<file path="config.mk">
export PLATFORM = sky130hd
export DESIGN_NAME = pit_timer
export DESIGN_NICKNAME = d
export VERILOG_FILES = /design/src/rtl/pit_timer.sv
export SDC_FILE = /design/constraint.sdc
export NUM_CORES = 1
export LEC_CHECK = 0
export BUFFER_PORTS_ARGS = -buffer_cell sky130_fd_sc_hd__buf_4
export CAP_MARGIN = 20
export CELL_PAD_IN_SITES_DETAIL_PLACEMENT = 2
export CELL_PAD_IN_SITES_GLOBAL_PLACEMENT = 2
export CORE_UTILIZATION = 34
export CTS_BUF_LIST = sky130_fd_sc_hd__clkbuf_16
export CTS_CLUSTER_DIAMETER = 40
export CTS_CLUSTER_SIZE = 14
export DETAILED_ROUTE_END_ITERATION = 10
export PLACE_DENSITY_LB_ADDON = 0.1
export SLEW_MARGIN = 20
export SYNTH_ARGS = -nofsm -noshare
export SYNTH_HDL_FRONTEND = slang
export SYNTH_SLANG_ARGS = --single-unit
</file>
<file path="constraint.sdc">
create_clock -name clk -period 2.4 [get_ports clk]
set_input_delay 0.24 -clock clk [delete_from_list [all_inputs] [get_ports clk]]
set_output_delay 0.24 -clock clk [all_outputs]
set_load 0.02 [all_outputs]
</file>
<file path="src/rtl/pit_timer.sv">
module pit_timer #(
  parameter int DATA_W = 32,
  parameter int ADDR_W = 5
) (
  input  logic              clk,
  input  logic              rst_n,
  input  logic              bus_sel,
  input  logic              bus_we,
  input  logic [ADDR_W-1:0] bus_addr,
  input  logic [DATA_W-1:0] bus_wdata,
  output logic [DATA_W-1:0] bus_rdata,
  output logic              irq
);
  localparam logic [ADDR_W-1:0] OFF_CTRL  = ADDR_W'(5'h00);
  localparam logic [ADDR_W-1:0] OFF_LOAD  = ADDR_W'(5'h04);
  localparam logic [ADDR_W-1:0] OFF_PRESC = ADDR_W'(5'h08);
  localparam logic [ADDR_W-1:0] OFF_COUNT = ADDR_W'(5'h0C);
  localparam logic [ADDR_W-1:0] OFF_EVENT = ADDR_W'(5'h10);

  logic              run_en, irq_en, evt;
  logic [DATA_W-1:0] reload_q, presc_q, count_q, pre_q;

  wire wr       = bus_sel & bus_we;
  wire wr_ctrl  = wr && (bus_addr == OFF_CTRL);
  wire wr_load  = wr && (bus_addr == OFF_LOAD);
  wire wr_presc = wr && (bus_addr == OFF_PRESC);
  wire wr_event = wr && (bus_addr == OFF_EVENT);

  wire tick = run_en && (pre_q == presc_q) && !wr_load && !wr_presc;
  wire wrap = tick && (count_q == '0);

  always_ff @(posedge clk or negedge rst_n) begin
    if (!rst_n) begin
      run_en <= 1'b0;
      irq_en <= 1'b0;
    end else if (wr_ctrl) begin
      run_en <= bus_wdata[0];
      irq_en <= bus_wdata[1];
    end
  end

  always_ff @(posedge clk or negedge rst_n) begin
    if (!rst_n)        presc_q <= '0;
    else if (wr_presc) presc_q <= bus_wdata;
  end

  always_ff @(posedge clk or negedge rst_n) begin
    if (!rst_n)       reload_q <= '0;
    else if (wr_load) reload_q <= bus_wdata;
  end

  always_ff @(posedge clk or negedge rst_n) begin
    if (!rst_n)                   pre_q <= '0;
    else if (wr_load || wr_presc) pre_q <= '0;
    else if (tick)                pre_q <= '0;
    else if (run_en)              pre_q <= pre_q + 1'b1;
  end

  always_ff @(posedge clk or negedge rst_n) begin
    if (!rst_n)       count_q <= '0;
    else if (wr_load) count_q <= bus_wdata;
    else if (wrap)    count_q <= reload_q;
    else if (tick)    count_q <= count_q - 1'b1;
  end

  always_ff @(posedge clk or negedge rst_n) begin
    if (!rst_n)                        evt <= 1'b0;
    else if (wrap)                     evt <= 1'b1;
    else if (wr_event && bus_wdata[0]) evt <= 1'b0;
  end

  always_comb begin
    case (bus_addr)
      OFF_CTRL:  bus_rdata = DATA_W'({irq_en, run_en});
      OFF_LOAD:  bus_rdata = reload_q;
      OFF_PRESC: bus_rdata = presc_q;
      OFF_COUNT: bus_rdata = count_q;
      OFF_EVENT: bus_rdata = DATA_W'(evt);
      default:   bus_rdata = '0;
    endcase
  end

  assign irq = evt & irq_en;
endmodule


</file>
## After elaboration in Yosys (flattened, before gate mapping)

Index checks and enable logic that the tools add are counted.
W data, S select, Z words.

| storage, ports and cells | value |
|---|---|
| bits in registers | 131 |
| input port bits | 41 |
| output and inout bits | 33 |

| cells by class | value |
|---|---|
| eq/ne operators | 5 |
| bitwise gates (word level) | 2 |
| multiplexer cells | 9 |
| reduce and logical (&&, ||, !) cells | 17 |
| add/sub/neg operators | 2 |

Operators by type and width:

| kind | count |
|---|---|
| $mux W32 | 6 |
| $pmux W32 S5 | 1 |
| $add A32 B1 Y32 const B | 1 |
| $eq A32 B32 Y1 | 1 |
| $logic_not A32 Y1 | 1 |
| $sub A32 B1 Y32 const B | 1 |
| $eq A5 B4 Y1 const B | 2 |
| $logic_and A1 B1 Y1 | 9 |
| $reduce_bool A3 Y1 | 2 |
| $eq A5 B3 Y1 const B | 1 |
| $eq A5 B5 Y1 const B | 1 |
| $logic_not A5 Y1 | 1 |
| $and A1 B1 Y1 | 2 |
| $logic_not A1 Y1 | 2 |
| $mux W1 | 2 |
| $reduce_bool A2 Y1 | 1 |
| $logic_or A1 B1 Y1 | 1 |

## Longest topological paths before layout

| logic depth | value |
|---|---|
| depth after elaboration | 8 |
| depth in mapped cells | 11 |

## Least setup slack after synthesis

No wires, ideal clock.

| path | value |
|---|---|
| kind | reg-to-reg |
| start point | register count_q[0] |
| end point | register count_q[9] |
| library setup time | 131 ps |
| arrival | 2223 ps |
| required time | 2269 ps |
| clock period less this slack | 2354 ps |
| setup slack | 46 ps |
| stages on the path, launching flop included | 11 |
| path through | dfrtp_1 > inv_1 > ha_1 > or4b_1 > nor4_4 > and3_1 > buf_4 > buf_2 > o21ai_0 > nand3_1 > o211ai_1 |

| between the ends | value |
|---|---|
| longest elaborated chain between the ends | 4 |

Ends and longest elaborated chain:

| element | RTL line | RTL |
|---|---|---|
| from (decl) | 21 | `logic [DATA_W-1:0] reload_q, presc_q, count_q, pre_q;` |
| from (signal assigned) | 61 | `else if (wr_load) count_q <= bus_wdata;` |
| from (signal assigned) | 62 | `else if (wrap) count_q <= reload_q;` |
| from (signal assigned) | 63 | `else if (tick) count_q <= count_q - 1'b1;` |
| $sub A32 B1 Y32 / $logic_not A32 Y1 (equally long branches) | 63, 30 |  |
| $mux W32 / $logic_and A1 B1 Y1 (equally long branches) | 63, 30 |  |
| $mux W32 | 62 |  |
| $mux W32 | 61 |  |

Parallel ways exist; a longest one is shown, timed or not. The select of a mux whose other input is x is not followed.
A chain may end at the register's enable or synchronous reset.

## Worst setup path in the final report

| path | value |
|---|---|
| start point | register count_q[20] |
| end point | register count_q[22] |

Same word-level chain as after synthesis.

==> impl_metrics.py <==
metrics = {
    "synthesis": {
        "ys_async_sr_fraction_pct": 100,
        "synth_commonest_cells": "nand2_1, dfrtp_1, nor2_1",
        "synth.avg_cell_area_sq_um": 8.89,
        "synth-seq-cells": 131,
        "synth_most_common_cell": "nand2_1",
        "synth_top_area_share_pct": 42.4,
        "syn_nets": 912,
        "ys_seq_area_share_pct": 42.4,
        "synth_warnings": 0,
        "synthCells": 869,
        "ys_types": 63,
        "netlist_top_cells_area": "dfrtp_1, mux2_2, nand2_1, xnor2_1, nor2_1",
        "synth-edff-count": 0,
        "yosys.area.top_type": "dfrtp_1",
        "synth_top_flop_cell": "dfrtp_1",
        "synth_area_sq_um": 7720,
    },
    "global_route": {
        "grt_max_degree": 59,
        "grt_pass1_wl_mm": 54.0,
        "antenna_found_initial": 0,
        "grt_usage_pct": 30.4,
        "grt_pass1_vias": 9017,
        "grt-ovfl-total": 0,
    },
    "pwr": {
        "peakVddDrop_uv": 386,
        "powerDensity_nw_per_um2": 709,
        "p_leak_nw": 4.94,
    },
    "drt": {
        "vias_per_cell": 6.21,
        "dr.pass1.iters": 8,
        "detail_route.drc_violations": 1,
        "ant_nets": 0,
        "wl_mm": 41.9,
        "vias": 8510,
        "initialDrtViolationCount": 538,
        "wl_per_cell_um": 30.6,
    },
    "clock_network": {
        "clk_latency_ns": 0.45,
        "cts.clk_slew.worst_paths_ns": 0.07,
        "htreeDepth": 4,
        "clockBufferDepth": 2,
        "tritoncts": "done",
        "cts_root_buf": "clkbuf_16",
        "cts_buffers": 17,
        "cts.sinks": 131,
    },
    "setup_path": {
        "end_kind": "register",
        "cp.required_ns": 2.72,
        "start_kind": "register",
        "criticalPathCategory": "register to register",
        "critical_path_arrival_ns": 3.10,
        "critical_path.max_fanout": 6,
    },
    "sta": {
        "setup_viol": 48,
        "period_share_pct": 116,
        "relSlewSlack_pct": 53.2,
        "timing.final.hold_violations": 0,
        "rsz0062_at_grt": "true",
        "setup_tns_ns": -6.22,
        "tightest_slew_ns": 0.701,
        "max_freq_mhz": 361,
        "fin_crit_ns": 2.77,
        "skew_ns": 0.0255,
        "slew_violations": 0,
        "setup_slack_ns": -0.374,
    },
    "cells_and_area": {
        "multi_input_area_sq_um": 4900,
        "nets": 1120,
        "fillCellCount": 2251,
        "ff_latch_area_sq_um": 3290,
        "antenna_cells": 0,
        "syn2layout_area_growth_pct": 46.5,
        "drive_gt1_share_pct": 44.1,
    },
    "placed_design": {
        "dp_hpwl_mm": 23.2,
        "dp_worst_setup_slack_ns": -0.200,
        "gp_congestion": 0.831,
        "port_buffers": 73,
    },
    "outcome": {
        "violations": "design-rule violations, negative setup slack",
        "status": "complete, but fails checks",
    },
    "hold_path": {
        "hold_class": "input pin to register",
    },
    "flow_run": {
        "cap_violations": 0,
    },
    "die": {
        "die_area_sq_um": 23300,
        "die_x_um": 153,
        "core_area_sq_um": 22000,
        "io_pins": 74,
        "rows": 54,
        "die_h_um": 153,
        "start_util_pct": 35.1,
    },
}
[metrics by stage]
| step | hold WS, ns | util, % | cell area, sq um | power, mW | std cells |
|---|---|---|---|---|---|
| floorplan | -0.0556 | - | 7720 | 3.62 | 869 |
| global placement | 0.269 | 43.2 | 9510 | 4.39 | 1302 |
| detailed placement | 0.274 | 43.2 | 9510 | 4.50 | 1302 |
| CTS | 0.00540 | 47.9 | 10500 | 7.53 | 1346 |
| global route | 0.0284 | 51.4 | 11300 | 8.22 | 1370 |
| finish | 0.0176 | 51.4 | 11300 | 8.02 | 1370 |
[final timing paths]
path | start | cells after the start | endpoint | slack (ns)
worst max register to register | count_q[20]$_DFFE_PN0P_ | 9 | count_q[22]$_DFFE_PN0P_ | -0.37
worst min register to register | reload_q[16]$_DFFE_PN0P_ | 2 | reload_q[16]$_DFFE_PN0P_ | 0.53
max in group asynchronous | rst_n | 3 | presc_q[17]$_DFFE_PN0P_ | 1.19
worst min-delay path | bus_wdata[17] | 3 | reload_q[17]$_DFFE_PN0P_ | 0.02
min in group asynchronous | rst_n | 2 | pre_q[27]$_DFFE_PN0P_ | 0.38
worst max-delay path | count_q[20]$_DFFE_PN0P_ | 9 | count_q[22]$_DFFE_PN0P_ | -0.37
[worst max-delay path, cell delays in order (launching register included)]
cell and delay (ns):
dfrtp_1 0.40, or4_4 0.59, nor4_4 0.32, buf_4 0.22, and3_4 0.28, buf_12 0.16, nand2_1 0.10, a21oi_2 0.23
a21oi_2 0.08, nor3_1 0.26
[registers in the layout (all words and copies together) (netlist names)]
signal,count
count_q,32
irq_en,1
presc_q,32
evt,1
pre_q,32
run_en,1
reload_q,32
[cell usage in the layout, fill, tap and decap left out, types with 15 or more instances in the layout]
cell type / n
buf_4: 206
nand2_1: 140
dfrtp_1: 125
nor2_1: 68
mux2_2: 66
a22oi_1: 34
a21oi_2: 31
o21ai_0: 25
nand3_1: 25
xnor2_1: 25
buf_6: 22
clkbuf_16: 19
or3_1: 16
inv_1: 15
[what timing repair did]
action / CTS / global route
hold buffers: 1 / 0
gates cloned: 1 / 3
setup endpoints to repair: 60 / 58
buffers inserted: 10 / 21
pin swaps: 24 / 38
hold endpoints to repair: 55 / 0
gates resized for setup: 74 / 135
[area by class of cell]
type,instances,area share (%)
Multi-Input combinational cell,667,43.3
Sequential cell,131,29.0
Timing Repair Buffer,244,18.6
Clock buffer,17,3.76
Tap cell,280,3.10
Clock inverter,15,1.69
Inverter,16,0.531
[cells by family after synthesis]
kind of cell             Yosys count  synth area share [%]
AO/OA/AOI/OAI                    189                  15.8
XOR/XNOR                          41                  4.65
buffers and inverters             71                  3.73
multiplexers                      73                  10.5
AND/OR/NAND/NOR                  362                  22.5
flip-flops                       131                  42.4
adder cells (fa/ha/maj)            2                 0.324
[where the power goes]
group	switching (mW)	internal (mW)
Clock	1.19	1.73
Sequential	0.384	2.48
Combinational	1.23	1.02
[layer usage]
layer	track usage [%]	wire length [um]	vias to the layer above
li1	-	-	3531
met4	11.8	2390	0
met3	4.24	2110	150
met2	55.2	21400	380
met1	36.1	16000	4449
met5	0	0	-
Power figures use the tool's default switching activity.
